File: src/rtl/tod_pkg.sv
`timescale 1ns/1ps
package tod_pkg;

    localparam int unsigned TOD_ADDR_W = 3;

    // Register map
    localparam logic [TOD_ADDR_W-1:0] REG_CTRL    = 3'd0;
    localparam logic [TOD_ADDR_W-1:0] REG_TIME_LO = 3'd1;
    localparam logic [TOD_ADDR_W-1:0] REG_TIME_HI = 3'd2;
    localparam logic [TOD_ADDR_W-1:0] REG_STEP_LO = 3'd3;
    localparam logic [TOD_ADDR_W-1:0] REG_STEP_HI = 3'd4;

    // Speed codes
    localparam logic [1:0] SPD_FAST = 2'd0;
    localparam logic [1:0] SPD_MID  = 2'd1;
    localparam logic [1:0] SPD_SLOW = 2'd2;
    localparam logic [1:0] SPD_STOP = 2'd3;

    typedef struct packed {
        logic ctrl_wr;
        logic time_lo_wr;
        logic time_hi_wr;
        logic step_lo_wr;
        logic step_hi_wr;
        logic time_lo_rd;
    } tod_strobe_t;

endpackage

File: src/rtl/tod_bus_dec.sv
`timescale 1ns/1ps
module tod_bus_dec
    import tod_pkg::*;
(
    input  logic                  bus_wr,
    input  logic                  bus_rd,
    input  logic [TOD_ADDR_W-1:0] bus_addr,
    output tod_strobe_t           strb
);
    always_comb begin
        strb            = '0;
        strb.ctrl_wr    = bus_wr && (bus_addr == REG_CTRL);
        strb.time_lo_wr = bus_wr && (bus_addr == REG_TIME_LO);
        strb.time_hi_wr = bus_wr && (bus_addr == REG_TIME_HI);
        strb.step_lo_wr = bus_wr && (bus_addr == REG_STEP_LO);
        strb.step_hi_wr = bus_wr && (bus_addr == REG_STEP_HI);
        strb.time_lo_rd = bus_rd && (bus_addr == REG_TIME_LO);
    end
endmodule

File: src/rtl/tod_speed_step.sv
`timescale 1ns/1ps
module tod_speed_step
    import tod_pkg::*;
#(
    parameter int unsigned       STEP_W    = 64,
    parameter logic [STEP_W-1:0] STEP_FAST = 64'h0000_0001_9999_9999,
    parameter logic [STEP_W-1:0] STEP_MID  = 64'h0000_0003_3333_3333,
    parameter logic [STEP_W-1:0] STEP_SLOW = 64'h0000_0020_0000_0000
) (
    input  logic [1:0]        speed_sel,
    output logic [STEP_W-1:0] dflt_step
);
    always_comb begin
        unique case (speed_sel)
            SPD_MID:  dflt_step = STEP_MID;
            SPD_SLOW: dflt_step = STEP_SLOW;
            SPD_STOP: dflt_step = '0;
            default:  dflt_step = STEP_FAST;
        endcase
    end
endmodule

File: src/rtl/tod_step_add.sv
`timescale 1ns/1ps
module tod_step_add #(
    parameter int unsigned TIME_W = 64,
    parameter int unsigned FRAC_W = 32,
    parameter int unsigned STEP_W = 64
) (
    input  logic [TIME_W-1:0] ns_i,
    input  logic [FRAC_W-1:0] frac_i,
    input  logic [STEP_W-1:0] step_i,
    output logic [TIME_W-1:0] ns_o,
    output logic [FRAC_W-1:0] frac_o
);
    localparam int unsigned ACC_W = TIME_W + FRAC_W;

    // Wraps at the top; a 64-bit nanosecond count does not overflow in service.
    always_comb begin
        {ns_o, frac_o} = {ns_i, frac_i} + ACC_W'(step_i);
    end
endmodule

File: src/rtl/tod_ns_counter.sv
`timescale 1ns/1ps
module tod_ns_counter
    import tod_pkg::*;
#(
    parameter int unsigned       TIME_W    = 64,
    parameter int unsigned       FRAC_W    = 32,
    parameter int unsigned       BUS_W     = 32,
    parameter int unsigned       STEP_W    = 64,
    parameter logic [STEP_W-1:0] STEP_FAST = 64'h0000_0001_9999_9999,
    parameter logic [STEP_W-1:0] STEP_MID  = 64'h0000_0003_3333_3333,
    parameter logic [STEP_W-1:0] STEP_SLOW = 64'h0000_0020_0000_0000
) (
    input  logic                  clk,
    input  logic                  rst_n,
    input  logic [1:0]            speed_sel,
    input  logic                  speed_apply,
    input  logic                  bus_wr,
    input  logic                  bus_rd,
    input  logic [TOD_ADDR_W-1:0] bus_addr,
    input  logic [BUS_W-1:0]      bus_wdata,
    output logic [BUS_W-1:0]      bus_rdata,
    output logic [TIME_W-1:0]     tod_ns
);
    localparam int unsigned TIME_HI_W = TIME_W - BUS_W;
    localparam int unsigned STEP_HI_W = STEP_W - BUS_W;

    typedef struct packed {
        logic [TIME_W-1:0]    ns;
        logic [FRAC_W-1:0]    frac;
        logic [STEP_W-1:0]    step;
        logic                 en;
        logic [BUS_W-1:0]     time_stage;
        logic [BUS_W-1:0]     step_stage;
        logic [TIME_HI_W-1:0] snap;
        logic [BUS_W-1:0]     rdata;
    } tod_state_t;

    localparam tod_state_t ST_RESET = '{
        ns: '0, frac: '0, step: STEP_FAST, en: 1'b0,
        time_stage: '0, step_stage: '0, snap: '0, rdata: '0
    };

    tod_state_t          st_d, st_q;
    tod_strobe_t         strb;
    logic [STEP_W-1:0]   dflt_step;
    logic [TIME_W-1:0]   step_ns;
    logic [FRAC_W-1:0]   step_frac;

    tod_bus_dec u_dec (
        .bus_wr   (bus_wr),
        .bus_rd   (bus_rd),
        .bus_addr (bus_addr),
        .strb     (strb)
    );

    tod_speed_step #(
        .STEP_W    (STEP_W),
        .STEP_FAST (STEP_FAST),
        .STEP_MID  (STEP_MID),
        .STEP_SLOW (STEP_SLOW)
    ) u_speed (
        .speed_sel (speed_sel),
        .dflt_step (dflt_step)
    );

    tod_step_add #(
        .TIME_W (TIME_W),
        .FRAC_W (FRAC_W),
        .STEP_W (STEP_W)
    ) u_add (
        .ns_i   (st_q.ns),
        .frac_i (st_q.frac),
        .step_i (st_q.step),
        .ns_o   (step_ns),
        .frac_o (step_frac)
    );

    always_comb begin
        st_d = st_q;

        if (strb.ctrl_wr)    st_d.en         = bus_wdata[0];
        if (strb.time_lo_wr) st_d.time_stage = bus_wdata;
        if (strb.step_lo_wr) st_d.step_stage = bus_wdata;

        // Step: a bus commit outranks a speed default
        if (strb.step_hi_wr)
            st_d.step = {bus_wdata[STEP_HI_W-1:0], st_q.step_stage};
        else if (speed_apply)
            st_d.step = dflt_step;

        // Time: a load replaces the stepped value for this edge
        if (strb.time_hi_wr) begin
            st_d.ns   = {bus_wdata[TIME_HI_W-1:0], st_q.time_stage};
            st_d.frac = '0;
        end else if (st_q.en) begin
            st_d.ns   = step_ns;
            st_d.frac = step_frac;
        end

        if (strb.time_lo_rd) st_d.snap = st_q.ns[TIME_W-1:BUS_W];

        if (bus_rd) begin
            unique case (bus_addr)
                REG_CTRL:    st_d.rdata = BUS_W'(st_q.en);
                REG_TIME_LO: st_d.rdata = st_q.ns[BUS_W-1:0];
                REG_TIME_HI: st_d.rdata = BUS_W'(st_q.snap);
                REG_STEP_LO: st_d.rdata = st_q.step[BUS_W-1:0];
                REG_STEP_HI: st_d.rdata = BUS_W'(st_q.step[STEP_W-1:BUS_W]);
                default:     st_d.rdata = '0;
            endcase
        end
    end

    always_ff @(posedge clk or negedge rst_n) begin
        if (!rst_n) st_q <= ST_RESET;
        else        st_q <= st_d;
    end

    assign bus_rdata = st_q.rdata;
    assign tod_ns    = st_q.ns;

endmodule

File: config.mk
export PLATFORM = sky130hd
export DESIGN_NAME = tod_ns_counter
export DESIGN_NICKNAME = d
export VERILOG_FILES = /design/src/rtl/tod_pkg.sv /design/src/rtl/tod_bus_dec.sv /design/src/rtl/tod_speed_step.sv /design/src/rtl/tod_step_add.sv /design/src/rtl/tod_ns_counter.sv
export SDC_FILE = /design/constraint.sdc
export NUM_CORES = 1
export LEC_CHECK = 0
export BUFFER_PORTS_ARGS = -buffer_cell sky130_fd_sc_hd__buf_2
export CORE_MARGIN = 1
export CORE_UTILIZATION = 45
export DETAILED_ROUTE_END_ITERATION = 6
export PLACE_DENSITY = 0.68
export SYNTH_ARGS = -nofsm -noshare
export SYNTH_HDL_FRONTEND = slang
export SYNTH_SLANG_ARGS = --single-unit
export TNS_END_PERCENT = 20
File: constraint.sdc
create_clock -name clk -period 5.85 [get_ports clk]
set_input_delay 0.2925 -clock clk [delete_from_list [all_inputs] [get_ports clk]]
set_output_delay 0.2925 -clock clk [all_outputs]
set_load 0.02 [all_outputs]
* After elaboration in Yosys (flattened, before gate mapping)
Index checks and enable logic that the tools add are counted.
Widths: inputs -> output; s select.
** Operators by class
- Add/sub/neg operators :: 1
- Eq/ne operators :: 7
- Muxes and demuxes :: 6
- Reductions and logical operators :: 9
** Operator list (count)
- $mux 96 :: 2
- $pmux 32 s5 :: 1
- $mux 64 :: 2
- $pmux 38 s3 :: 1
- $add 96x64->96 :: 1
- $eq 3x2->1 const B :: 2
- $logic_and 1x1->1 :: 6
- $eq 2x2->1 const B :: 2
- $reduce_bool 2->1 :: 2
- $eq 3x1->1 const B :: 1
- $eq 3x3->1 const B :: 1
- $logic_not 3->1 :: 1
- $eq 2x1->1 const B :: 1
** Storage, ports and cells
- Register bits after elaboration :: 289
- Bits of input ports :: 42
- Output and inout port bits :: 96
- Logic and storage cells :: 31

* Logic depth before layout (Yosys ltp)
Gate-level depths: netlist (run 1).
- Word-level depth :: 4
- Depth in mapped cells :: 14
- Depth with buffers taken out :: 13

* Modules after synthesis
A second synthesis (run 1) with hierarchy kept.
** Second synthesis, totals
- Cells, all modules :: 1981
- Area total of the unflattened synthesis :: 18997.0 µm²
** By module, submodules not included
- tod_ns_counter :: times used 1, cells an instance 1186, area an instance 13635.6 µm², sequential area each 7253.2 µm²
- tod_step_add :: times used 1, cells an instance 724, area an instance 4809.6 µm², sequential area each 0.0 µm²
- tod_speed_step :: times used 1, cells an instance 65, area an instance 476.7 µm², sequential area each 0.0 µm²
- tod_bus_dec :: times used 1, cells an instance 6, area an instance 75.1 µm², sequential area each 0.0 µm²

* Worst setup path after synthesis (run 1)
OpenSTA, ideal clock, no wires.
- Path kind :: flip-flop to flip-flop
- From :: register st_q[129] in the netlist's numbering
- To :: register st_q, in the netlist tod_ns[46]
- Library setup time :: 82 ps
- Data arrival time :: 3128 ps
- Data required time :: 5768 ps
- Path slack :: 2640 ps
- Stages on the path, launching flop included :: 14
- Buffers on the path :: 0
- Period minus slack after synthesis :: 3210 ps
- Path through :: dfstp_2 -> ha_1 -> inv_1 -> fa_1 -> nand2b_1 -> a211oi_4 -> nor2_2 -> a211oi_2 -> and4_1 -> o21ai_2 -> a21oi_4 -> a31oi_4 -> or4_1 -> a31oi_1
** Between the ends
- Cells in the longest elaborated chain, start to end :: 3
** Ends and longest elaborated chain
- from (decl) :: RTL line tod_ns_counter.sv:43 : tod_state_t st_d, st_q;
- from (signal assigned) :: RTL line tod_ns_counter.sv:116 : else st_q <= st_d;
- $add 96x64->96 :: RTL line tod_step_add.sv:17 : {ns_o, frac_o} = {ns_i, frac_i} + ACC_W'(step_i);
- $mux 96 :: RTL line tod_ns_counter.sv:95 : end else if (st_q.en) begin
- $mux 96 :: RTL line tod_ns_counter.sv:92 : if (strb.time_hi_wr) begin
Every way passes these cells. The select of a mux whose other input is x is not followed.
A chain may end at the register's enable or synchronous reset.

* Worst setup path in the final report (run 1)
- From :: register st_q[132] in the netlist's numbering
- To :: register st_q, in the netlist tod_ns[59]
Same word-level chain as after synthesis.

==> qor.csv, run 1 <==
metric;value;unit
synth_seq_cells;289;
crit_arrival;4.19;ns
syn-instance-count;1851;
startpoint_type;register;
dr.first_iter.drc_count;1447;
layout.nets;1954;
fp.dieW;198;um
worstMarginPinSlew;1.06;ns
power.share.combinational;37.1;%
crit_type;register to register;
antenna_cells_inserted;0;
slowest_stage;sky130_fd_sc_hd__o41ai_4;
final_period_minus_worst_setup_slack;3.72;ns
floorplan.io_pins;138;
worst_hold_path_type;input port to register;
drt-total-wl;55600;um
grt_start_max_net_pins;172;
total_leakage_power;8.28;nW
detailroute.via_count;14490;
synth.distinct_cells;81;
numCtsBuffers;31;
irDropWorstVdd;0.239;mV
worstPathMaxFanout;16;
cts_htree_levels;1;
timing.final.hold_violations;0;
drtAntennaViolNets;0;
postSynthNetCount;1958;
clock_sink_count;289;
power_per_cell_area;434;nW/um^2
max_cap_viol_count;0;
syn-cell-area;17300;um^2
worstSetupEndpointType;register;
number_of_synthesized_flops_with_an_enable_pin;0;
maxSlewHeadroom;29.3;%
clkSlewWorstSetupHoldPaths;0.06;ns
worst_clock_skew;0.0140;ns
ys_async_sr_fraction;100;%
wl_per_cell;23.3;um
ys.warnings.count;0;
drt_pre_antenna_iters;5;
post-layout-total-power;8.14;mW
design.core.area;37700;um^2
max_clock_freq;0.269;GHz
globalRouteOverflowTotal;0;
internal_power;4.88;mW
clkLatencyLatePin;0.59;ns
route.detailed.drc;0;
min-delay-start;bus_wdata[26];
die_area;39100;um^2
routed_via_count_divided_by_cell_count;6.08;
fp-row-count;71;
place.gp.congestion;0.998;
floorplan.initialDensity;45.8;%
deepest_clock_path_buffer_count;3;
io_buffer_count;137;
sequentialPowerShare;37.7;%
place.detailed.hpwl;39600;um
power_switching;3.26;mW
synth.yosys.seq_area_share;42.0;%
cts_tree;yes;
cts.repair_timing.setup_buffer_count;0;
number_of_antenna_violations_at_the_first_check_in_global_routing;2;
grt_util_all_layers;28.6;%
first_global_vias;13783;
first_pass_grt_wire_length;85100;um
power.switching_fraction;40.0;%
reg2reg_start;st_q[132];
setup_tns;0;ns
cp-startpoint;st_q[132];
run_status;complete, no violations;
rsz0062_at_grt;no;
period_share;63.5;%
setup_viol_count_final;0;
crit_chain;ha_1, a21o_1, a21oi_1, a21oi_1, o41ai_4, o211ai_1, a21oi_2, o21a_2, nand3b_1, nor4_1, a211o_1;
syn2layout_area_growth;8.81;%
final_max_slew_viol_count;0;
clkPwrFrac;25.1;%
most_frequent_cell_on_critical_path;sky130_fd_sc_hd__a21oi_1;
cts-root-buf;sky130_fd_sc_hd__clkbuf_16;
drive_above_1_share;18.8;%
postSynth.topFlopCell;sky130_fd_sc_hd__dfrtp_1;
required;6.32;ns
post_synth.cell_area_avg;9.33;um^2
dieHeight;198;um
timing.critical_path.slowest_cell_delay;0.57;ns
-- stage by stage --
| stage | utilization (%) | instances | hold slack [ns] | setup slack [ns] | area [um^2] |
|---|---|---|---|---|---|
| finish | 49.9 | 2382 | 0.0114 | 2.13 | 18800 |
| global route | 49.9 | 2382 | 0.0203 | 2.04 | 18800 |
| CTS | 49.9 | 2382 | 0.00243 | 2.22 | 18800 |
| detailed placement | 46.8 | 2314 | 0.449 | 2.25 | 17600 |
| global placement | 46.8 | 2314 | 0.445 | 2.31 | 17600 |
| floorplan | - | 1851 | -0.00309 | 2.64 | 17300 |
-- power by group through the flow --
stage	combinational, mW	clock (mW)	sequential (mW)
CTS	2.99	2.06	3.04
finish	3.02	2.05	3.07
floorplan	2.48	0	2.79
global placement	2.92	0	3.05
detailed placement	2.97	0	3.07
global route	3.30	2.14	3.11
-- logic make-up (layout without fill, tap and decap cells) --
group                    after synthesis  count (layout)  synth area share, %
multiplexers                         139             139                 8.78
buffers and inverters                253             273                 7.73
flip-flops                           289             289                 42.0
AND/OR/NAND/NOR                      513             513                 13.6
adder cells (fa/ha/maj)               65              65                 4.76
XOR/XNOR                              84              84                 4.26
AO/OA/AOI/OAI                        508             508                 18.9
-- synth_stat cells (31+ instances only) --
library cell,number,area [um^2]
sky130_fd_sc_hd__dfrtp_1,272,6810
sky130_fd_sc_hd__nand2_1,229,860
sky130_fd_sc_hd__o21ai_0,146,731
sky130_fd_sc_hd__a21oi_1,133,666
sky130_fd_sc_hd__nor2_1,116,435
sky130_fd_sc_hd__mux2_2,99,1110
sky130_fd_sc_hd__buf_4,97,728
sky130_fd_sc_hd__clkbuf_1,76,285
sky130_fd_sc_hd__ha_1,64,801
sky130_fd_sc_hd__inv_1,53,199
sky130_fd_sc_hd__xnor2_1,42,368
sky130_fd_sc_hd__xor2_1,42,368
sky130_fd_sc_hd__mux2i_1,40,400
sky130_fd_sc_hd__a221oi_1,34,298
sky130_fd_sc_hd__a21o_1,33,248
sky130_fd_sc_hd__o22ai_1,33,206
sky130_fd_sc_hd__a22o_1,31,272
-- state kept, by name, summed over array words and instances (netlist names) --
signal and flops:
tod_ns 64, st_q 193, bus_rdata 32
-- cell usage in the layout (no fill, tap or decap), types with 13 or more instances in the layout --
cell	n
sky130_fd_sc_hd__nor3_1	13
sky130_fd_sc_hd__inv_1	52
sky130_fd_sc_hd__and3_1	28
sky130_fd_sc_hd__xor2_1	42
sky130_fd_sc_hd__ha_1	64
sky130_fd_sc_hd__o22ai_1	33
sky130_fd_sc_hd__a21o_1	33
sky130_fd_sc_hd__nand4_1	26
sky130_fd_sc_hd__a21oi_1	133
sky130_fd_sc_hd__nand3_1	28
sky130_fd_sc_hd__clkbuf_16	31
sky130_fd_sc_hd__nand2_1	227
sky130_fd_sc_hd__a221oi_1	34
sky130_fd_sc_hd__nor2_1	116
sky130_fd_sc_hd__o21ai_0	146
sky130_fd_sc_hd__mux2_2	99
sky130_fd_sc_hd__a22o_1	31
sky130_fd_sc_hd__dfstp_2	17
sky130_fd_sc_hd__buf_2	136
sky130_fd_sc_hd__mux2i_1	40
sky130_fd_sc_hd__dfrtp_1	271
sky130_fd_sc_hd__xnor2_1	42
sky130_fd_sc_hd__buf_4	14
-- worst paths after layout --
path | to | slack (ns) | cells after the start
hold reg to reg | st_q[143] | 0.48 | 2
hold / removal | st_q[187] | 0.01 | 3
min in group asynchronous | st_q[198] | 0.38 | 2
setup reg to reg | tod_ns[59] | 2.13 | 11
max in group asynchronous | st_q[189] | 3.98 | 3
setup / recovery | tod_ns[59] | 2.13 | 11
-- per-layer routing --
| layer | part of all wire [%] | routed length, um | track usage [%] |
|---|---|---|---|
| met1 | 43 | 24000 | 40.5 |
| met5 | 0.018 | 10 | 0 |
| met2 | 45 | 25100 | 44.7 |
| met4 | 2.8 | 1580 | 8.15 |
| met3 | 8.9 | 4940 | 4.87 |
-- worst max-delay path: cells and delay by family (launching register included) --
family                     cells  cell delay (ns)
DFF                            1             0.55
adders and majority gates      1             0.30
and+or+nand+nor                2             0.28
AOI/OAI and AO/OA              8             2.47
-- final cells by class --
| class | instances | area, um^2 |
|---|---|---|
| clock buffer | 48 | 920 |
| sequential | 289 | 7250 |
| clock inverter | 9 | 128 |
| inverter | 53 | 199 |
| timing repair buffer | 163 | 931 |
| tap | 511 | 639 |
| multi-input combinational | 1309 | 8710 |
| fill | 3540 | 18900 |
-- what timing repair did --
action | CTS | global route
hold endpoints to repair | 122 | 0
resized for setup | 0 | 0
hold buffers | 11 | 0
Note: power is estimated with default switching activity, not from simulation.
==> run 2, diff against run 1 <==
clock period = 3.9 ns   (was 5.85 ns; I/O delays follow)
==> run 2 against run 1 <==
Worst hold slack improved by 0.021 ns. Sequential power rose by 50%. Flip-flop and latch count did not move. Clock-buffer cell count fell by 2. Final cell count rose by 1.6%. Core utilization rose by 1.0 points. Clock skew rose by 0.017 ns. Wire length rose by 1.5%. Register-to-register slack got worse by 1.8 ns. Sequential share of layout area fell by 0.79 points. Worst setup slack got worse by 1.8 ns.
==> qor.csv, run 2 (synthesis results as in run 1) <==
metric;value;unit;change
run_status;complete, no violations;;unchanged
route.detailed.drc;0;;unchanged
cp-endpoint;tod_ns[46];;was tod_ns[59]
regToRegSetupSlack;0.30;ns;was 2.13 ns
power_per_cell_area;646;nW/um^2;was 434 nW/um^2
required;4.35;ns;was 6.32 ns
busiest_layer;met2;;unchanged
clock_sink_count;289;;unchanged
io_buffer_count;137;;unchanged
worst_r2r_path_depth;13;;was 11
max_clock_freq;0.277;GHz;was 0.269 GHz
drt-total-wl;56500;um;was 55,600 um
first_pass_grt_wire_length;85400;um;was 85,100 um
floorplan.io_pins;138;;unchanged
total_leakage_power;8.48;nW;was 8.28 nW
period_share;92.4;%;was 63.5%
routed_via_count_divided_by_cell_count;6.08;;about the same
final_max_slew_viol_count;0;;unchanged
layout.cells.most_common;sky130_fd_sc_hd__dfrtp_1;;unchanged
deepest_clock_path_buffer_count;3;;unchanged
wl_per_cell;23.3;um;about the same
drive_above_1_share;19.5;%;was 18.8%
numCtsBuffers;34;;was 31
cts.repair_timing.setup_buffer_count;0;;unchanged
place.detailed.hpwl;40700;um;was 39,600 um
final_period_minus_worst_setup_slack;3.60;ns;was 3.72 ns
multi_input_comb_area;8700;um^2;was 8710 um^2
grt_util_all_layers;29.0;%;was 28.6%
finalWorstSetupSlack;0.296;ns;was 2.13 ns
syn2layout_area_growth;11.1;%;was 8.81%
maxSlewHeadroom;29.5;%;was 29.3%
cp-startpoint;st_q[129];;was st_q[132]
setup_viol_count_final;0;;unchanged
die_area;39100;um^2;unchanged
cts_tree;yes;;unchanged
seq_area;7250;um^2;unchanged
worstPathMaxFanout;7;;was 16
layout.filler_cells;3522;;was 3,540
number_of_antenna_violations_at_the_first_check_in_global_routing;4;;was 2
clkLatencyLatePin;0.53;ns;was 0.59 ns
max_cap_viol_count;0;;unchanged
fp.dieW;198;um;unchanged
grt_start_max_net_pins;118;;was 172
detailroute.via_count;14718;;was 14,490
globalRouteOverflowTotal;0;;unchanged
dr.first_iter.drc_count;1647;;was 1,447
setup_tns;0;ns;unchanged
crit_arrival;4.06;ns;was 4.19 ns
cts_htree_levels;2;;was 1
reg2reg_start;st_q[129];;was st_q[132]
drtAntennaViolNets;0;;unchanged
irDropWorstVdd;0.501;mV;was 0.239 mV
design.core.area;37700;um^2;unchanged
grt_util_met2;44.0;%;was 44.7%
worstMarginPinSlew;1.06;ns;about the same
placement.cell_area;17800;um^2;was 17,600 um^2
floorplan.initialDensity;45.8;%;unchanged
use_met1;41.5;%;was 40.5%
post-place-ws;0.314;ns;was 2.25 ns
met3_usage;5.65;%;was 4.87%
finish.instance_area;19200;um^2;was 18,800 um^2
commonest_cells_after_routing_fill_and_taps_aside;271 x sky130_fd_sc_hd__dfrtp_1, 228 x sky130_fd_sc_hd__nand2_1, 146 x sky130_fd_sc_hd__o21ai_0;;was 271 x sky130_fd_sc_hd__dfrtp_1, 227 x sky130_fd_sc_hd__nand2_1, 146 x sky130_fd_sc_hd__o21ai_0
rsz0062_at_grt;no;;unchanged
layout.nets;1990;;was 1,954
regMostFlops;st_q;;unchanged
first_global_vias;13846;;was 13,783
fp-row-count;71;;unchanged
worst_clock_skew;0.0311;ns;was 0.0140 ns
place.gp.congestion;0.986;;was 0.998
startpoint_type;register;;unchanged
timing.final.hold_violations;0;;unchanged
dieHeight;198;um;unchanged
largest_register_ff_count;193;;unchanged
worst_hold_path_type;input port to register;;unchanged
clkSlewWorstSetupHoldPaths;0.06;ns;about the same
crit-reg2reg-capture;tod_ns[46];;was tod_ns[59]
crit_type;register to register;;unchanged
worstSetupEndpointType;register;;unchanged
cts-root-buf;sky130_fd_sc_hd__clkbuf_16;;unchanged
drt_pre_antenna_iters;5;;unchanged
[run 2: changes by cell type in the layout (fill, tap and decap cells not counted), moves of 2 or more]
cell / change
sky130_fd_sc_hd__inv_6: +2
sky130_fd_sc_hd__clkinv_2: +4
sky130_fd_sc_hd__buf_12: +2
sky130_fd_sc_hd__buf_4: +13
sky130_fd_sc_hd__clkbuf_16: +4
sky130_fd_sc_hd__clkbuf_1: -5
sky130_fd_sc_hd__diode_2: +3
sky130_fd_sc_hd__dlygate4sd3_1: +18
[run 2: worst min path at each step]
stage / depth (start not counted) / end / from / slack [ns]
4_1_cts: 3 / st_q[162] / bus_wdata[1] / 0.02
3_3_place_gp: 1 / bus_rdata[2] / rst_n / 0.35
5_1_grt: 3 / st_q[164] / bus_wdata[3] / 0.02
2_1_floorplan: 0 / bus_rdata[0] / rst_n / -0.10
6_report: 3 / tod_ns[54] / bus_wdata[22] / 0.03
3_5_place_dp: 1 / bus_rdata[3] / rst_n / 0.35
[run 2: cell type report]
cell class              count  area share (%)
clock buffers              46            5.15
multi-input cells        1309            45.4
well taps                 511            3.33
diodes                      3          0.0392
inverters                  53            1.04
clock inverters            14           0.711
flip-flops and latches    289            37.8
repair buffers            196            6.51
[run 2: per-layer routing]
layer  up-vias  routed length (um)
li1       6599                   -
met1      7282               24300
met2       721               25100
met3       114                5460
met4         2                1620
met5         -                  13
[run 2: worst max-delay path: stages, from the launching register on]
cell,delay (ns)
sky130_fd_sc_hd__dfstp_2,0.55
sky130_fd_sc_hd__ha_1,0.17
sky130_fd_sc_hd__inv_1,0.05
sky130_fd_sc_hd__fa_1,0.39
sky130_fd_sc_hd__nand2b_1,0.22
sky130_fd_sc_hd__a211oi_4,0.30
sky130_fd_sc_hd__nor2_2,0.10
sky130_fd_sc_hd__a211oi_2,0.23
sky130_fd_sc_hd__and4_1,0.33
sky130_fd_sc_hd__o21ai_2,0.10
sky130_fd_sc_hd__a21oi_4,0.21
sky130_fd_sc_hd__a31oi_4,0.18
sky130_fd_sc_hd__or4_1,0.54
sky130_fd_sc_hd__a31oi_1,0.18
[run 2: metrics by stage]
stage	total power [mW]	std cells	util, %	hold WS (ns)
4_1_cts	12.3	2418	50.9	0.0154
3_3_place_gp	8.98	2329	47.1	0.347
6_report	12.4	2421	50.9	0.0328
2_1_floorplan	7.90	1851	-	-0.101
5_1_grt	13.0	2420	50.9	0.0240
3_5_place_dp	9.08	2329	47.1	0.350
[run 2: repair_timing]
action                    CTS  global route
resized for setup           0             0
hold buffers               29             0
hold endpoints to repair  184             0
[run 2: report_power, final]
group | switching [mW] | internal (mW)
sequential | 0.848 | 3.75
clock | 1.30 | 1.91
combinational | 2.77 | 1.80
total | 4.92 | 7.46
